==> src/rtl/sfpr_pkg.sv <==
package sfpr_pkg;
  typedef enum logic [1:0] {
    PROTO_EXT  = 2'b00,
    PROTO_DUAL = 2'b01,
    PROTO_QUAD = 2'b10
  } proto_e;

  localparam int unsigned LANES = 4;
endpackage

==> src/rtl/sfpr_role_dec.sv <==
module sfpr_role_dec
  import sfpr_pkg::*;
(
  input  logic       clk,
  input  logic       rst_n,
  input  logic       cs_n,
  input  logic [1:0] proto,
  input  logic       dtr_seen,
  input  logic       quad_xfer,
  input  logic       nv_hold_en,
  input  logic       ev_hold_en,
  input  logic       w_pin,
  input  logic       modify_req,
  input  logic       prot_hit,
  output logic       dq2_data,
  output logic       dq3_data,
  output logic       hold_allow,
  output logic       wp_assert,
  output logic       modify_ok
);
  logic quad_proto;
  logic four_lane;

  always_comb begin
    quad_proto = (proto == PROTO_QUAD);
    four_lane  = quad_proto | quad_xfer;
    dq2_data   = four_lane;
    dq3_data   = four_lane;
    hold_allow = ~cs_n & ~four_lane & ~dtr_seen & nv_hold_en & ev_hold_en;
    wp_assert  = ~four_lane & ~w_pin;
    modify_ok  = modify_req & ~(wp_assert & prot_hit);
  end

  AST_QUAD_BOTH_DATA: assert property (@(posedge clk) disable iff (!rst_n)
    (proto == PROTO_QUAD) |-> (dq2_data && dq3_data && !hold_allow && !wp_assert));
  AST_DTR_BLOCKS_HOLD: assert property (@(posedge clk) disable iff (!rst_n)
    dtr_seen |-> !hold_allow);
  AST_CFG_BLOCKS_HOLD: assert property (@(posedge clk) disable iff (!rst_n)
    (!nv_hold_en || !ev_hold_en) |-> !hold_allow);
  AST_WP_BLOCKS_MODIFY: assert property (@(posedge clk) disable iff (!rst_n)
    (wp_assert && prot_hit) |-> !modify_ok);
endmodule

==> src/rtl/sfpr_hold_ctl.sv <==
module sfpr_hold_ctl (
  input  logic clk,
  input  logic rst_n,
  input  logic cs_n,
  input  logic sck,
  input  logic hold_pin,
  input  logic hold_allow,
  output logic sck_rise,
  output logic paused
);
  logic sck_q;
  logic sck_fall;
  logic paused_d;

  always_comb begin
    sck_rise = ~sck_q & sck;
    sck_fall = sck_q & ~sck;
    paused_d = paused;
    if (cs_n || !hold_allow) begin
      paused_d = 1'b0;
    end else if (sck_fall) begin
      paused_d = ~hold_pin;
    end
  end

  always_ff @(posedge clk or negedge rst_n) begin
    if (!rst_n) begin
      sck_q  <= 1'b0;
      paused <= 1'b0;
    end else begin
      sck_q  <= sck;
      paused <= paused_d;
    end
  end

  AST_PAUSE_STARTS_ON_FALL: assert property (@(posedge clk) disable iff (!rst_n)
    $rose(paused) |-> ($past(sck_q) && !$past(sck)));
  AST_PAUSE_ENDS_ON_FALL: assert property (@(posedge clk) disable iff (!rst_n)
    $fell(paused) |-> ($past(cs_n) || !$past(hold_allow) || ($past(sck_q) && !$past(sck))));
  AST_DESELECT_ENDS_PAUSE: assert property (@(posedge clk) disable iff (!rst_n)
    $past(cs_n) |-> !paused);
  AST_NO_PAUSE_UNAVAILABLE: assert property (@(posedge clk) disable iff (!rst_n)
    !$past(hold_allow) |-> !paused);
endmodule

==> src/rtl/sfpr_shift.sv <==
module sfpr_shift #(
  parameter int unsigned DATA_W = 8,
  localparam int unsigned CNT_W = (DATA_W > 1) ? $clog2(DATA_W) : 1
) (
  input  logic              clk,
  input  logic              rst_n,
  input  logic              cs_n,
  input  logic              sck_rise,
  input  logic              paused,
  input  logic              si,
  output logic              shift_en,
  output logic [CNT_W-1:0]  rx_cnt,
  output logic [DATA_W-1:0] rx_data
);
  localparam logic [CNT_W-1:0] LAST = CNT_W'(DATA_W - 1);

  logic              shift_now;
  logic [CNT_W-1:0]  cnt_d;
  logic [DATA_W-1:0] data_d;

  always_comb begin
    shift_now = sck_rise & ~cs_n & ~paused;
    cnt_d     = rx_cnt;
    data_d    = rx_data;
    if (cs_n) begin
      cnt_d  = '0;
      data_d = '0;
    end else if (shift_now) begin
      cnt_d  = (rx_cnt == LAST) ? '0 : rx_cnt + 1'b1;
      data_d = {rx_data[DATA_W-2:0], si};
    end
  end

  always_ff @(posedge clk or negedge rst_n) begin
    if (!rst_n) begin
      shift_en <= 1'b0;
      rx_cnt   <= '0;
      rx_data  <= '0;
    end else begin
      shift_en <= shift_now;
      rx_cnt   <= cnt_d;
      rx_data  <= data_d;
    end
  end

  AST_FROZEN_IN_PAUSE: assert property (@(posedge clk) disable iff (!rst_n)
    ($past(paused) && !$past(cs_n)) |-> ($stable(rx_data) && $stable(rx_cnt) && !shift_en));
  AST_CNT_STEP: assert property (@(posedge clk) disable iff (!rst_n)
    shift_en |-> (rx_cnt == (($past(rx_cnt) == LAST) ? '0 : $past(rx_cnt) + 1'b1)));
  AST_IDLE_AFTER_DESELECT: assert property (@(posedge clk) disable iff (!rst_n)
    $past(cs_n) |-> (rx_cnt == '0 && rx_data == '0 && !shift_en));
endmodule

==> src/rtl/sfpr_pin_ctl.sv <==
module sfpr_pin_ctl
  import sfpr_pkg::*;
#(
  parameter int unsigned DATA_W = 8,
  localparam int unsigned CNT_W = (DATA_W > 1) ? $clog2(DATA_W) : 1
) (
  input  logic              clk,
  input  logic              rst_n,
  input  logic              cs_n,
  input  logic              sck,
  input  logic              si,
  input  logic              w_pin,
  input  logic              hold_pin,
  input  logic [1:0]        proto,
  input  logic              dtr_seen,
  input  logic              quad_xfer,
  input  logic              nv_hold_en,
  input  logic              ev_hold_en,
  input  logic [3:0]        oe_req,
  input  logic              modify_req,
  input  logic              prot_hit,
  output logic              hold_pause,
  output logic              dq3_is_data,
  output logic              dq2_is_data,
  output logic              wp_assert,
  output logic              modify_ok,
  output logic [3:0]        dq_oe,
  output logic              shift_en,
  output logic [CNT_W-1:0]  rx_cnt,
  output logic [DATA_W-1:0] rx_data
);
  logic             rst_meta_n;
  logic             rst_sync_n;
  logic             hold_allow;
  logic             sck_rise;
  logic [LANES-1:0] lane_role;

  always_ff @(posedge clk or negedge rst_n) begin
    if (!rst_n) begin
      rst_meta_n <= 1'b0;
      rst_sync_n <= 1'b0;
    end else begin
      rst_meta_n <= 1'b1;
      rst_sync_n <= rst_meta_n;
    end
  end

  sfpr_role_dec u_role (
    .clk        (clk),
    .rst_n      (rst_sync_n),
    .cs_n       (cs_n),
    .proto      (proto),
    .dtr_seen   (dtr_seen),
    .quad_xfer  (quad_xfer),
    .nv_hold_en (nv_hold_en),
    .ev_hold_en (ev_hold_en),
    .w_pin      (w_pin),
    .modify_req (modify_req),
    .prot_hit   (prot_hit),
    .dq2_data   (dq2_is_data),
    .dq3_data   (dq3_is_data),
    .hold_allow (hold_allow),
    .wp_assert  (wp_assert),
    .modify_ok  (modify_ok)
  );

  sfpr_hold_ctl u_hold (
    .clk        (clk),
    .rst_n      (rst_sync_n),
    .cs_n       (cs_n),
    .sck        (sck),
    .hold_pin   (hold_pin),
    .hold_allow (hold_allow),
    .sck_rise   (sck_rise),
    .paused     (hold_pause)
  );

  sfpr_shift #(.DATA_W(DATA_W)) u_shift (
    .clk      (clk),
    .rst_n    (rst_sync_n),
    .cs_n     (cs_n),
    .sck_rise (sck_rise),
    .paused   (hold_pause),
    .si       (si),
    .shift_en (shift_en),
    .rx_cnt   (rx_cnt),
    .rx_data  (rx_data)
  );

  assign lane_role = {dq3_is_data, dq2_is_data, 2'b11};

  for (genvar g = 0; g < LANES; g++) begin : g_lane
    assign dq_oe[g] = oe_req[g] & lane_role[g] & ~cs_n & ~hold_pause;
  end

  AST_DESELECT_NO_DRIVE: assert property (@(posedge clk) disable iff (!rst_sync_n)
    cs_n |-> (dq_oe == 4'b0000));
  AST_PAUSE_NO_DRIVE: assert property (@(posedge clk) disable iff (!rst_sync_n)
    hold_pause |-> (dq_oe == 4'b0000));
  AST_XFER_NO_PAUSE: assert property (@(posedge clk) disable iff (!rst_sync_n)
    $past(quad_xfer) |-> !hold_pause);
endmodule

==> config.mk <==
export PLATFORM = sky130hd
export DESIGN_NAME = sfpr_pin_ctl
export DESIGN_NICKNAME = d
export VERILOG_FILES = /design/src/rtl/sfpr_pkg.sv /design/src/rtl/sfpr_role_dec.sv /design/src/rtl/sfpr_hold_ctl.sv /design/src/rtl/sfpr_shift.sv /design/src/rtl/sfpr_pin_ctl.sv
export SDC_FILE = /design/constraint.sdc
export NUM_CORES = 1
export LEC_CHECK = 0
export ABC_AREA = 1
export BUFFER_PORTS_ARGS = -buffer_cell sky130_fd_sc_hd__buf_4
export CELL_PAD_IN_SITES_DETAIL_PLACEMENT = 1
export CELL_PAD_IN_SITES_GLOBAL_PLACEMENT = 1
export CORE_MARGIN = 1
export CORE_UTILIZATION = 27
export CTS_CLUSTER_DIAMETER = 30
export DETAILED_ROUTE_END_ITERATION = 16
export GPL_ROUTABILITY_DRIVEN = 0
export PLACE_DENSITY_LB_ADDON = 0.2
export SLEW_MARGIN = 25
export SYNTH_ARGS = -nofsm -noshare
export SYNTH_HDL_FRONTEND = slang
export SYNTH_HIERARCHICAL = 1
export SYNTH_SLANG_ARGS = --single-unit
export TNS_END_PERCENT = 100
==> constraint.sdc <==
create_clock -name clk -period 0.8 [get_ports clk]
set_input_delay 0.12 -clock clk [delete_from_list [all_inputs] [get_ports clk]]
set_output_delay 0.12 -clock clk [all_outputs]
set_load 0.05 [all_outputs]
==> impl_metrics.json, run 1 <==
{
  "initial_core_util_pct": 28.68,
  "area_delta_synth_final_pct": 123.1,
  "crit_start": "u_hold/paused",
  "grt_max_degree": 23,
  "worst_clock_skew_ns": 0.005698,
  "die_area_um2": 3149,
  "dpl.hpwl_um": 1740,
  "r2r_start": "u_hold/paused",
  "hold_depth": 3,
  "syn_area_um2": 790.8,
  "wl_per_cell_um": 15.26,
  "required_ns": 0.68,
  "top_layer_used": "met4",
  "violations": "setup timing",
  "dp_cells": 172,
  "antenna_cells": 0,
  "reg2reg_to": "u_shift/rx_data[2]",
  "vdd_ir_drop_max_mv": 1.354,
  "setup_tns_ns": -10.42,
  "post-route-util_pct": 63.97,
  "synth_cells": 95,
  "ys_types": 15,
  "worst-setup-path-type": "reg -> out",
  "route.met2.wl_um": 1762,
  "critPathMaxFanout": 4,
  "powerDensity_nw_per_um2": 1124,
  "r2r_slack_ns": -0.50,
  "cts_buffers": 3,
  "final.period_utilization_pct": 163.5,
  "firstDrtPassIters": 4,
  "grtUsageTotal_pct": 19.10,
  "ys.flop_type": "dfrtp_1",
  "total_power_mw": 1.983,
  "cts.sinks": 16,
  "met3WireLength_um": 137,
  "core_um2": 2758,
  "rows": 19,
  "grt_pass1_wl_um": 4595,
  "min_period_ns": 1.308,
  "via_per_inst": 4.645,
  "ys_seq_area_share_pct": 50.63,
  "max_cap_violations": 0,
  "leakage_nw": 0.8718,
  "root_buffer": "clkbuf_4",
  "drv_slew": 0,
  "ioPinCount": 40,
  "die_y_um": 56.12,
  "grt-ovfl-total": 0,
  "drc": 0,
  "hold_path_class": "in -> reg",
  "syn_nets": 116,
  "register_area_um2": 407.9,
  "insertion_delay_ns": 0.29,
  "arrival_ns": 1.19,
  "hold_violations": 0,
  "dr_total_vias": 929,
  "rsz0062_at_grt": "yes",
  "hp-start": "si",
  "grt_pass1_vias": 1003,
  "postSynthAreaPerCell_um2": 8.324,
  "antenna_left": 0,
  "antenna_found_initial": 0,
  "fin_cells": 200,
  "max_freq_mhz": 764.4,
  "setup_violations": 31,
  "wl_met1_um": 1107,
  "async_reset_ff_share_pct": 100.0,
  "cp-end-kind": "output pin",
  "synth_edf_count": 0,
  "htree_levels": 1,
  "clock_path_buffers": 2,
  "reg2regPathDepth": 7,
  "layout-drive-gt1-share_pct": 71.01,
  "fillers": 301,
  "finish.net_count": 191,
  "die_w_um": 56.12,
  "hold_slack_ns": 0.06590,
  "cp-start-kind": "flop",
  "min_to": "u_shift/rx_data[0]",
  "multi_input_area_um2": 518.0,
  "cts_tree": "yes",
  "clkTransAtPathRegs_ns": 0.09,
  "finalWorstSetupSlack_ns": -0.5082,
  "portBuffers": 39,
  "status": "complete, but fails checks",
  "initialDrtViolationCount": 8,
  "synth.yosys.warnings": 6,
  "ys_ff_latch": 16,
  "wl_um": 3052
}
[flip-flops by register name (all words and copies together) (netlist names)]
register and flops:
u_hold/paused 1, rst_sync_n 1, rst_meta_n 1, u_hold/sck_q 1, u_shift/shift_en 1, u_shift/rx_data 8
u_shift/rx_cnt 3
[where the power goes]
part | switching (mW) | leakage, nW | internal, mW | total, mW
Sequential | 0.0121 | 0.208 | 0.828 | 0.840
Clock | 0.254 | 0.0210 | 0.277 | 0.532
Combinational | 0.333 | 0.643 | 0.279 | 0.611
Total | 0.599 | 0.872 | 1.38 | 1.98
[cell usage after synthesis (2+ instances only)]
master   number  area [um^2]
nand3_1      24        120.1
nand2_1      18        67.56
dfrtp_1      16        400.4
nor2_1       10        37.54
inv_1         7        26.28
buf_4         3        22.52
inv_2         3        11.26
nand2_2       3        18.77
nor2_2        3        18.77
buf_6         2        22.52
ha_1          2        25.02
[kinds of logic (layout without fill, tap and decap cells)]
kind of cell    Yosys count  in the layout  share of synthesized area, %
other cells               1              1                        0.4742
buf+inv                  16             89                         11.08
fa+ha+maj                 2              2                         3.164
flops                    16             16                         50.63
compound gates            1              1                        0.6323
simple gates             59             60                         34.02
[worst max path at each step]
stage	endpoint	slack, ns	cells past startpoint
after floorplan	dq_oe[3]	-0.34	3
after global placement	u_shift/rx_data[3]	-0.28	6
after detailed placement	u_shift/rx_data[5]	-0.31	6
after CTS	dq_oe[0]	-0.52	3
after global routing	dq_oe[0]	-0.56	3
final	dq_oe[0]	-0.51	3
[critical path, cell delays in order, from the launching register on]
cell     delay (ns)
dfrtp_4        0.52
buf_6          0.14
nor2_4         0.09
buf_8          0.15
[per-stage QoR]
stage	setup WS [ns]	area [um^2]
2_1_floorplan	-0.3430	892.1
3_3_place_gp	-0.2770	1277
3_5_place_dp	-0.3064	1277
4_1_cts	-0.5174	1644
5_1_grt	-0.5640	1764
6_report	-0.5082	1764
[per-layer routing]
layer | GRT usage (%) | vias to the layer above
li1 | - | 448
met1 | 19.97 | 448
met2 | 37.41 | 28
met3 | 5.814 | 5
met4 | 3.136 | 0
met5 | 0 | -
[layout make-up]
class,count,share of cell area [%]
flip-flops and latches,16,23.12
repair buffers,74,40.14
well taps,31,2.199
clock buffers,4,2.057
multi-input cells,64,29.36
inverters,11,3.121
[what timing repair did]
item / CTS / global route
setup buffers: 17 / 4
pin swaps: 4 / 4
hold endpoints to repair: 3 / 0
gates resized for setup: 45 / 20
hold buffers: 2 / 0
gates cloned: 1 / 0
setup endpoints to repair: 33 / 34
[cell usage in the layout (no fill, tap or decap), types with 3 or more instances in the layout]
cell type / n
buf_8: 5
nand2_1: 16
nand2_4: 3
nand3_2: 15
dfrtp_1: 12
nor2_1: 3
nor2_4: 8
clkbuf_4: 3
inv_1: 5
nand3_1: 9
buf_6: 26
dfrtp_2: 3
buf_4: 40
Power figures use the tool's default switching activity.
==> run 2, diff against run 1 <==
--- a/config.mk
+++ b/config.mk
@@ -5,12 +5,11 @@
 export SDC_FILE = /design/constraint.sdc
 export NUM_CORES = 1
 export LEC_CHECK = 0
-export ABC_AREA = 1
 export BUFFER_PORTS_ARGS = -buffer_cell sky130_fd_sc_hd__buf_4
 export CELL_PAD_IN_SITES_DETAIL_PLACEMENT = 1
 export CELL_PAD_IN_SITES_GLOBAL_PLACEMENT = 1
 export CORE_MARGIN = 1
-export CORE_UTILIZATION = 27
+export CORE_UTILIZATION = 28
 export CTS_CLUSTER_DIAMETER = 30
 export DETAILED_ROUTE_END_ITERATION = 16
 export GPL_ROUTABILITY_DRIVEN = 0
==> run 2 against run 1 <==
  * The flow still finishes with violations (setup timing)
  * Register-to-register slack improved by 0.03 ns
  * Total power rose by 3.5%
  * Critical path type unchanged
  * Synthesized cell count fell by 19%
  * Core utilization rose by 5.2 points
  * Sequential power rose by 0.5%
  * Combinational power fell by 0.7%
  * Clock-buffer cell count did not move
  * Critical endpoint is now dq_oe[1]
  * Non-clock buffer count fell by 3
  * Critical path depth did not move
==> impl_metrics.json, run 2 <==
{
  "synthTopCellsByArea": "dfrtp_1, nand2_1, a21oi_1, and4bb_2, ha_1",
  "r2r_start": "u_hold/paused",
  "wl_per_cell_um": 19.24,
  "async_reset_ff_share_pct": 100.0,
  "hp-start": "si",
  "clock_path_buffers": 2,
  "critPathMaxFanout": 5,
  "die_w_um": 54.13,
  "ioPinCount": 40,
  "hold_path_class": "in -> reg",
  "firstDrtPassIters": 3,
  "setup_violations": 32,
  "max_cap_violations": 0,
  "synth_top_family_by_area": "simple AND/OR/NAND/NOR gates",
  "initial_core_util_pct": 30.16,
  "switching_share_pct": 32.10,
  "path_cells": "buf_6, nor3b_4, buf_6",
  "largest_reg_flops": 8,
  "pre_cts_ws_ns": -0.3831,
  "ys_types": 20,
  "yosys.area_share.simple_pct": 30.59,
  "violations": "setup timing",
  "initialDrtViolationCount": 4,
  "grt_pass1_wl_um": 4595,
  "synth_compound_area_share_pct": 8.059,
  "worst_path_max_delay_cell": "dfrtp_4",
  "fillers": 262,
  "rsz0062_at_grt": "yes",
  "finalWorstSetupSlack_ns": -0.6375,
  "p_comb_share_pct": 29.6,
  "r2r_slack_ns": -0.47,
  "synth-xor-area-share_pct": 0,
  "intPower_mw": 1.394,
  "grt-ovfl-total": 0,
  "timing.critical_path.max_delay_family": "flip-flops",
  "layout-drive-gt1-share_pct": 79.73,
  "arrival_ns": 1.32,
  "hold_depth": 3,
  "antenna_found_initial": 0,
  "ys.flop_type": "dfrtp_1",
  "die_y_um": 54.13,
  "portBuffers": 39,
  "powerDensity_nw_per_um2": 1177,
  "area_delta_synth_final_pct": 129.3,
  "htree_levels": 1,
  "path_buf_inv": 2,
  "postSynthAreaPerCell_um2": 9.880,
  "status": "complete, but fails checks",
  "grt_max_degree": 15,
  "top_regs": "u_shift/rx_data: 8 flops, u_shift/rx_cnt: 3 flops",
  "top_register": "u_shift/rx_data",
  "finish.net_count": 170,
  "reg2regPathDepth": 5,
  "synthAdderAreaFrac_pct": 3.289,
  "total_power_mw": 2.052,
  "drc": 0,
  "cp-start-kind": "flop",
  "ys_seq_area_share_pct": 52.63,
  "via_per_inst": 4.753,
  "cts_buffers": 3,
  "hold_violations": 0,
  "synth_top_area_share_pct": 52.63,
  "layout_commonest_cell": "buf_4",
  "wl_um": 3424,
  "switchingPower_mw": 0.6588,
  "syn_nets": 98,
  "antenna_left": 0,
  "dpl.hpwl_um": 1788,
  "setup_tns_ns": -11.22,
  "max_freq_mhz": 695.7,
  "mostFrequentLayoutCells": "buf_4, buf_6, dfrtp_1",
  "cp-end-kind": "output pin",
  "die_area_um2": 2930,
  "syn_area_um2": 760.7,
  "antenna_cells": 0,
  "min_to": "u_shift/rx_data[0]",
  "final.period_utilization_pct": 179.7,
  "synthMuxAreaShare_pct": 1.316,
  "cts.sinks": 16,
  "core_um2": 2522,
  "yosys.cell_count.top_type": "nand2_1",
  "hold_slack_ns": 0.03354,
  "cp_common_cell": "buf_6",
  "clkTransAtPathRegs_ns": 0.12,
  "synth_cells": 77,
  "p_seq_share_pct": 41.1,
  "vdd_ir_drop_max_mv": 1.006,
  "leakage_nw": 0.8839,
  "drv_slew": 0,
  "synth.yosys.warnings": 6,
  "yosys.area.top_type": "dfrtp_1",
  "worst-setup-path-type": "reg -> out",
  "required_ns": 0.68,
  "reg2reg_to": "u_shift/rx_data[2]",
  "min_period_ns": 1.437,
  "cpPeakStageDelay_ns": 0.52,
  "rows": 18,
  "ys_ff_latch": 16,
  "root_buffer": "clkbuf_4",
  "grt_pass1_vias": 944,
  "worst_clock_skew_ns": 0.01338,
  "synth_edf_count": 0,
  "insertion_delay_ns": 0.32,
  "synth_common_cells": "nand2_1, dfrtp_1, a21oi_1, nand2b_1, nor2_1",
  "dr_total_vias": 846,
  "grtUsageTotal_pct": 23.10,
  "cts_tree": "yes",
  "clkPwrFrac_pct": 29.3
}
-- run 2: changes by cell type in the layout (fill, tap and decap cells not counted), sizes merged, moves of 4 or more --
| cell | delta |
|---|---|
| a21oi | +10 |
| nor3b | +4 |
| nor2 | -9 |
| nand2b | +4 |
| inv | -9 |
| nand3 | -24 |
-- run 2: worst max path at each step --
stage / from / end / slack (ns) / cells after the start
final: u_hold/paused / dq_oe[1] / -0.64 / 3
after CTS: u_hold/paused / dq_oe[1] / -0.61 / 3
after detailed placement: u_hold/sck_q / u_shift/rx_data[2] / -0.38 / 5
after global routing: u_hold/paused / dq_oe[0] / -0.67 / 3
after floorplan: u_hold/paused / u_shift/rx_data[1] / -0.42 / 4
after global placement: u_hold/paused / u_shift/rx_cnt[0] / -0.34 / 3
-- run 2: worst reg2reg max path, delay by kind of cell, from the launching register on --
family | cells | cell delay [ns]
AOI/OAI and AO/OA | 1 | 0.11
buffers and inverters | 2 | 0.25
DFF | 1 | 0.52
and+or+nand+nor | 2 | 0.32
-- run 2: logic make-up (layout without fill, tap and decap cells) --
| logic type | after synthesis | count (layout) |
|---|---|---|
| flip-flops | 16 | 16 |
| buffers and inverters | 5 | 76 |
| AND/OR/NAND/NOR | 40 | 40 |
| adder cells (fa/ha/maj) | 2 | 2 |
| AO/OA/AOI/OAI | 12 | 12 |
| multiplexers | 1 | 1 |
| other | 1 | 1 |
-- run 2: per-stage QoR --
stage / util (%) / instances / cell area, um^2
2_1_floorplan: - / 77 / 869.6
3_3_place_gp: 50.55 / 155 / 1275
3_5_place_dp: 50.55 / 155 / 1275
4_1_cts: 64.53 / 172 / 1628
5_1_grt: 69.15 / 178 / 1744
6_report: 69.15 / 178 / 1744
-- run 2: final cells by class --
cell class,count,area (um^2),area share [%]
Clock buffer,4,36.28,2.080
Inverter,1,3.754,0.2152
Multi-Input combinational cell,56,565.5,32.42
Sequential cell,16,409.1,23.46
Tap cell,30,37.54,2.152
Timing Repair Buffer,71,691.9,39.67
-- run 2: what timing repair did --
item	CTS	global route
gates resized for setup	51	25
setup buffers	11	8
hold buffers	1	0
pin swaps	11	14
setup endpoints to repair	34	34
cloned	1	0
endpoints found under the hold margin	2	0
-- run 2: metal layers --
layer  wire, um  vias to the layer above  GRT usage, %
met5          0                        -             0
met4         81                        0         10.26
li1           -                      400             -
met2       1895                       23         44.72
met3         93                        7         3.390
met1       1353                      416         23.88
-- run 2: power by group through the flow --
stage | logic [mW] | clock network, mW | registers [mW]
2_1_floorplan | 0.205 | 0 | 0.904
3_3_place_gp | 0.445 | 0 | 0.854
3_5_place_dp | 0.455 | 0 | 0.857
4_1_cts | 0.571 | 0.555 | 0.842
5_1_grt | 0.637 | 0.630 | 0.846
6_report | 0.607 | 0.602 | 0.844
==> run 3, diff against run 2 <==
--- a/config.mk
+++ b/config.mk
@@ -5,7 +5,7 @@
 export SDC_FILE = /design/constraint.sdc
 export NUM_CORES = 1
 export LEC_CHECK = 0
-export BUFFER_PORTS_ARGS = -buffer_cell sky130_fd_sc_hd__buf_4
+export BUFFER_PORTS_ARGS = -buffer_cell sky130_fd_sc_hd__buf_2
 export CELL_PAD_IN_SITES_DETAIL_PLACEMENT = 1
 export CELL_PAD_IN_SITES_GLOBAL_PLACEMENT = 1
 export CORE_MARGIN = 1
==> run 3 against run 2 <==
  * Via count fell by 7.1%
  * Register-to-register slack barely moved
  * The run still ends with setup timing left
  * Global-route usage fell by 3.4 points
  * Clock power fell by 7.6%
==> impl_metrics.json, run 3 (synthesized netlist as in run 2, its figures left out) <==
{
  "status": "complete, but fails checks",
  "violations": "setup timing",
  "top_register": "u_shift/rx_data",
  "final.period_utilization_pct": 178.0,
  "drv_slew": 0,
  "reg2regPathDepth": 4,
  "layout_commonest_cell": "buf_4",
  "cp-end-kind": "output pin",
  "grt-ovfl-total": 0,
  "rows": 18,
  "grt_pass1_wl_um": 4036,
  "vdd_ir_drop_max_mv": 1.035,
  "total_power_mw": 1.954,
  "required_ns": 0.68,
  "grt_pass1_vias": 871,
  "dr_total_vias": 786,
  "root_buffer": "clkbuf_4",
  "wl_um": 2696,
  "reg2reg_to": "u_shift/rx_data[4]",
  "initialDrtViolationCount": 5,
  "initial_core_util_pct": 30.16,
  "portBuffers": 39,
  "finalWorstSetupSlack_ns": -0.6238,
  "wl_per_cell_um": 15.32,
  "max_freq_mhz": 702.3,
  "finish.net_count": 168,
  "pre_cts_ws_ns": -0.4471,
  "hold_path_class": "in -> reg",
  "die_w_um": 54.13,
  "cts.sinks": 16,
  "leakage_nw": 0.8292,
  "drc": 0,
  "ioPinCount": 40,
  "grtUsageTotal_pct": 19.68,
  "setup_violations": 32,
  "max_cap_violations": 0,
  "antenna_found_initial": 0,
  "worst_clock_skew_ns": 0.002300,
  "setup_tns_ns": -10.52,
  "area_delta_synth_final_pct": 118.1,
  "rsz0062_at_grt": "yes",
  "hold_violations": 0,
  "clock_path_buffers": 2,
  "r2r_start": "u_hold/paused",
  "via_per_inst": 4.466,
  "grt_max_degree": 15,
  "powerDensity_nw_per_um2": 1178,
  "die_area_um2": 2930,
  "r2r_slack_ns": -0.46,
  "min_period_ns": 1.424,
  "top_regs": "u_shift/rx_data: 8 flops, u_shift/rx_cnt: 3 flops",
  "htree_levels": 1,
  "antenna_cells": 0,
  "die_y_um": 54.13,
  "arrival_ns": 1.30,
  "critPathMaxFanout": 5,
  "core_um2": 2522,
  "mostFrequentLayoutCells": "buf_4, buf_6, buf_2",
  "antenna_left": 0,
  "endpoint": "dq_oe[2]",
  "cts_buffers": 3,
  "dpl.hpwl_um": 1674,
  "cts_tree": "yes",
  "firstDrtPassIters": 3,
  "crit_start": "u_hold/paused",
  "insertion_delay_ns": 0.29,
  "clkTransAtPathRegs_ns": 0.10,
  "worst-setup-path-type": "reg -> out",
  "layout-drive-gt1-share_pct": 77.40,
  "largest_reg_flops": 8,
  "cp-start-kind": "flop"
}
==> run 3: cell count changes in the layout (fill, tap and decap cells not counted), moves of 2 or more <==
cell,before,now
buf_2,0,16
buf_4,38,23
buf_6,25,22
nand2_1,7,10
nand2_4,10,8
==> run 3: report_power, final <==
| group | switching [mW] | internal, mW | leakage [nW] |
|---|---|---|---|
| Sequential | 0.0144 | 0.828 | 0.208 |
| Clock | 0.279 | 0.277 | 0.0210 |
| Combinational | 0.300 | 0.256 | 0.600 |
==> run 3: how the worst min path moves through the flow <==
stage	depth (start not counted)	to	slack, ns	startpoint
after floorplan	0	rst_meta_n	-0.18	rst_n
after global placement	1	rst_meta_n	-0.1	rst_n
after detailed placement	1	rst_meta_n	-0.09	rst_n
after CTS	2	u_hold/sck_q	0.05	sck
after global routing	2	u_hold/sck_q	0.05	sck
final	2	u_hold/sck_q	0.07	sck
==> run 3: critical path, stage by stage, from the launching register on <==
cell and delay (ns):
dfrtp_4 0.52, and4bb_4 0.35, buf_8 0.14
==> run 3: layout make-up <==
class                      count  area (um^2)
clock buffer                   4        36.28
fill                         269        863.3
inverter                       1        3.754
multi-input combinational     56        543.0
sequential                    16        407.9
tap                           30        37.54
timing repair buffer          69        630.6
==> run 3: layer usage <==
layer | up-vias | track usage [%] | wire length (um)
li1 | 390 | - | -
met1 | 380 | 22.63 | 1140
met2 | 16 | 38.41 | 1489
met3 | 0 | 2.825 | 66
met4 | 0 | 2.564 | 0
met5 | - | 0 | 0
==> run 3: metrics by stage <==
step,hold slack [ns],util (%),instance area (um^2),cells
final,0.07070,65.77,1659,176
after global routing,0.05335,65.77,1659,176
after floorplan,-0.1756,-,869.6,77
after detailed placement,-0.08873,48.26,1217,157
after global placement,-0.09592,48.26,1217,157
after CTS,0.04791,63.05,1590,172
==> run 3: timing repair <==
action / in CTS / in global routing
pin swaps: 13 / 10
endpoints found under the hold margin: 2 / 0
hold buffers: 1 / 0
endpoints found under the setup margin: 34 / 32
gates resized for setup: 73 / 12
setup buffers: 10 / 4
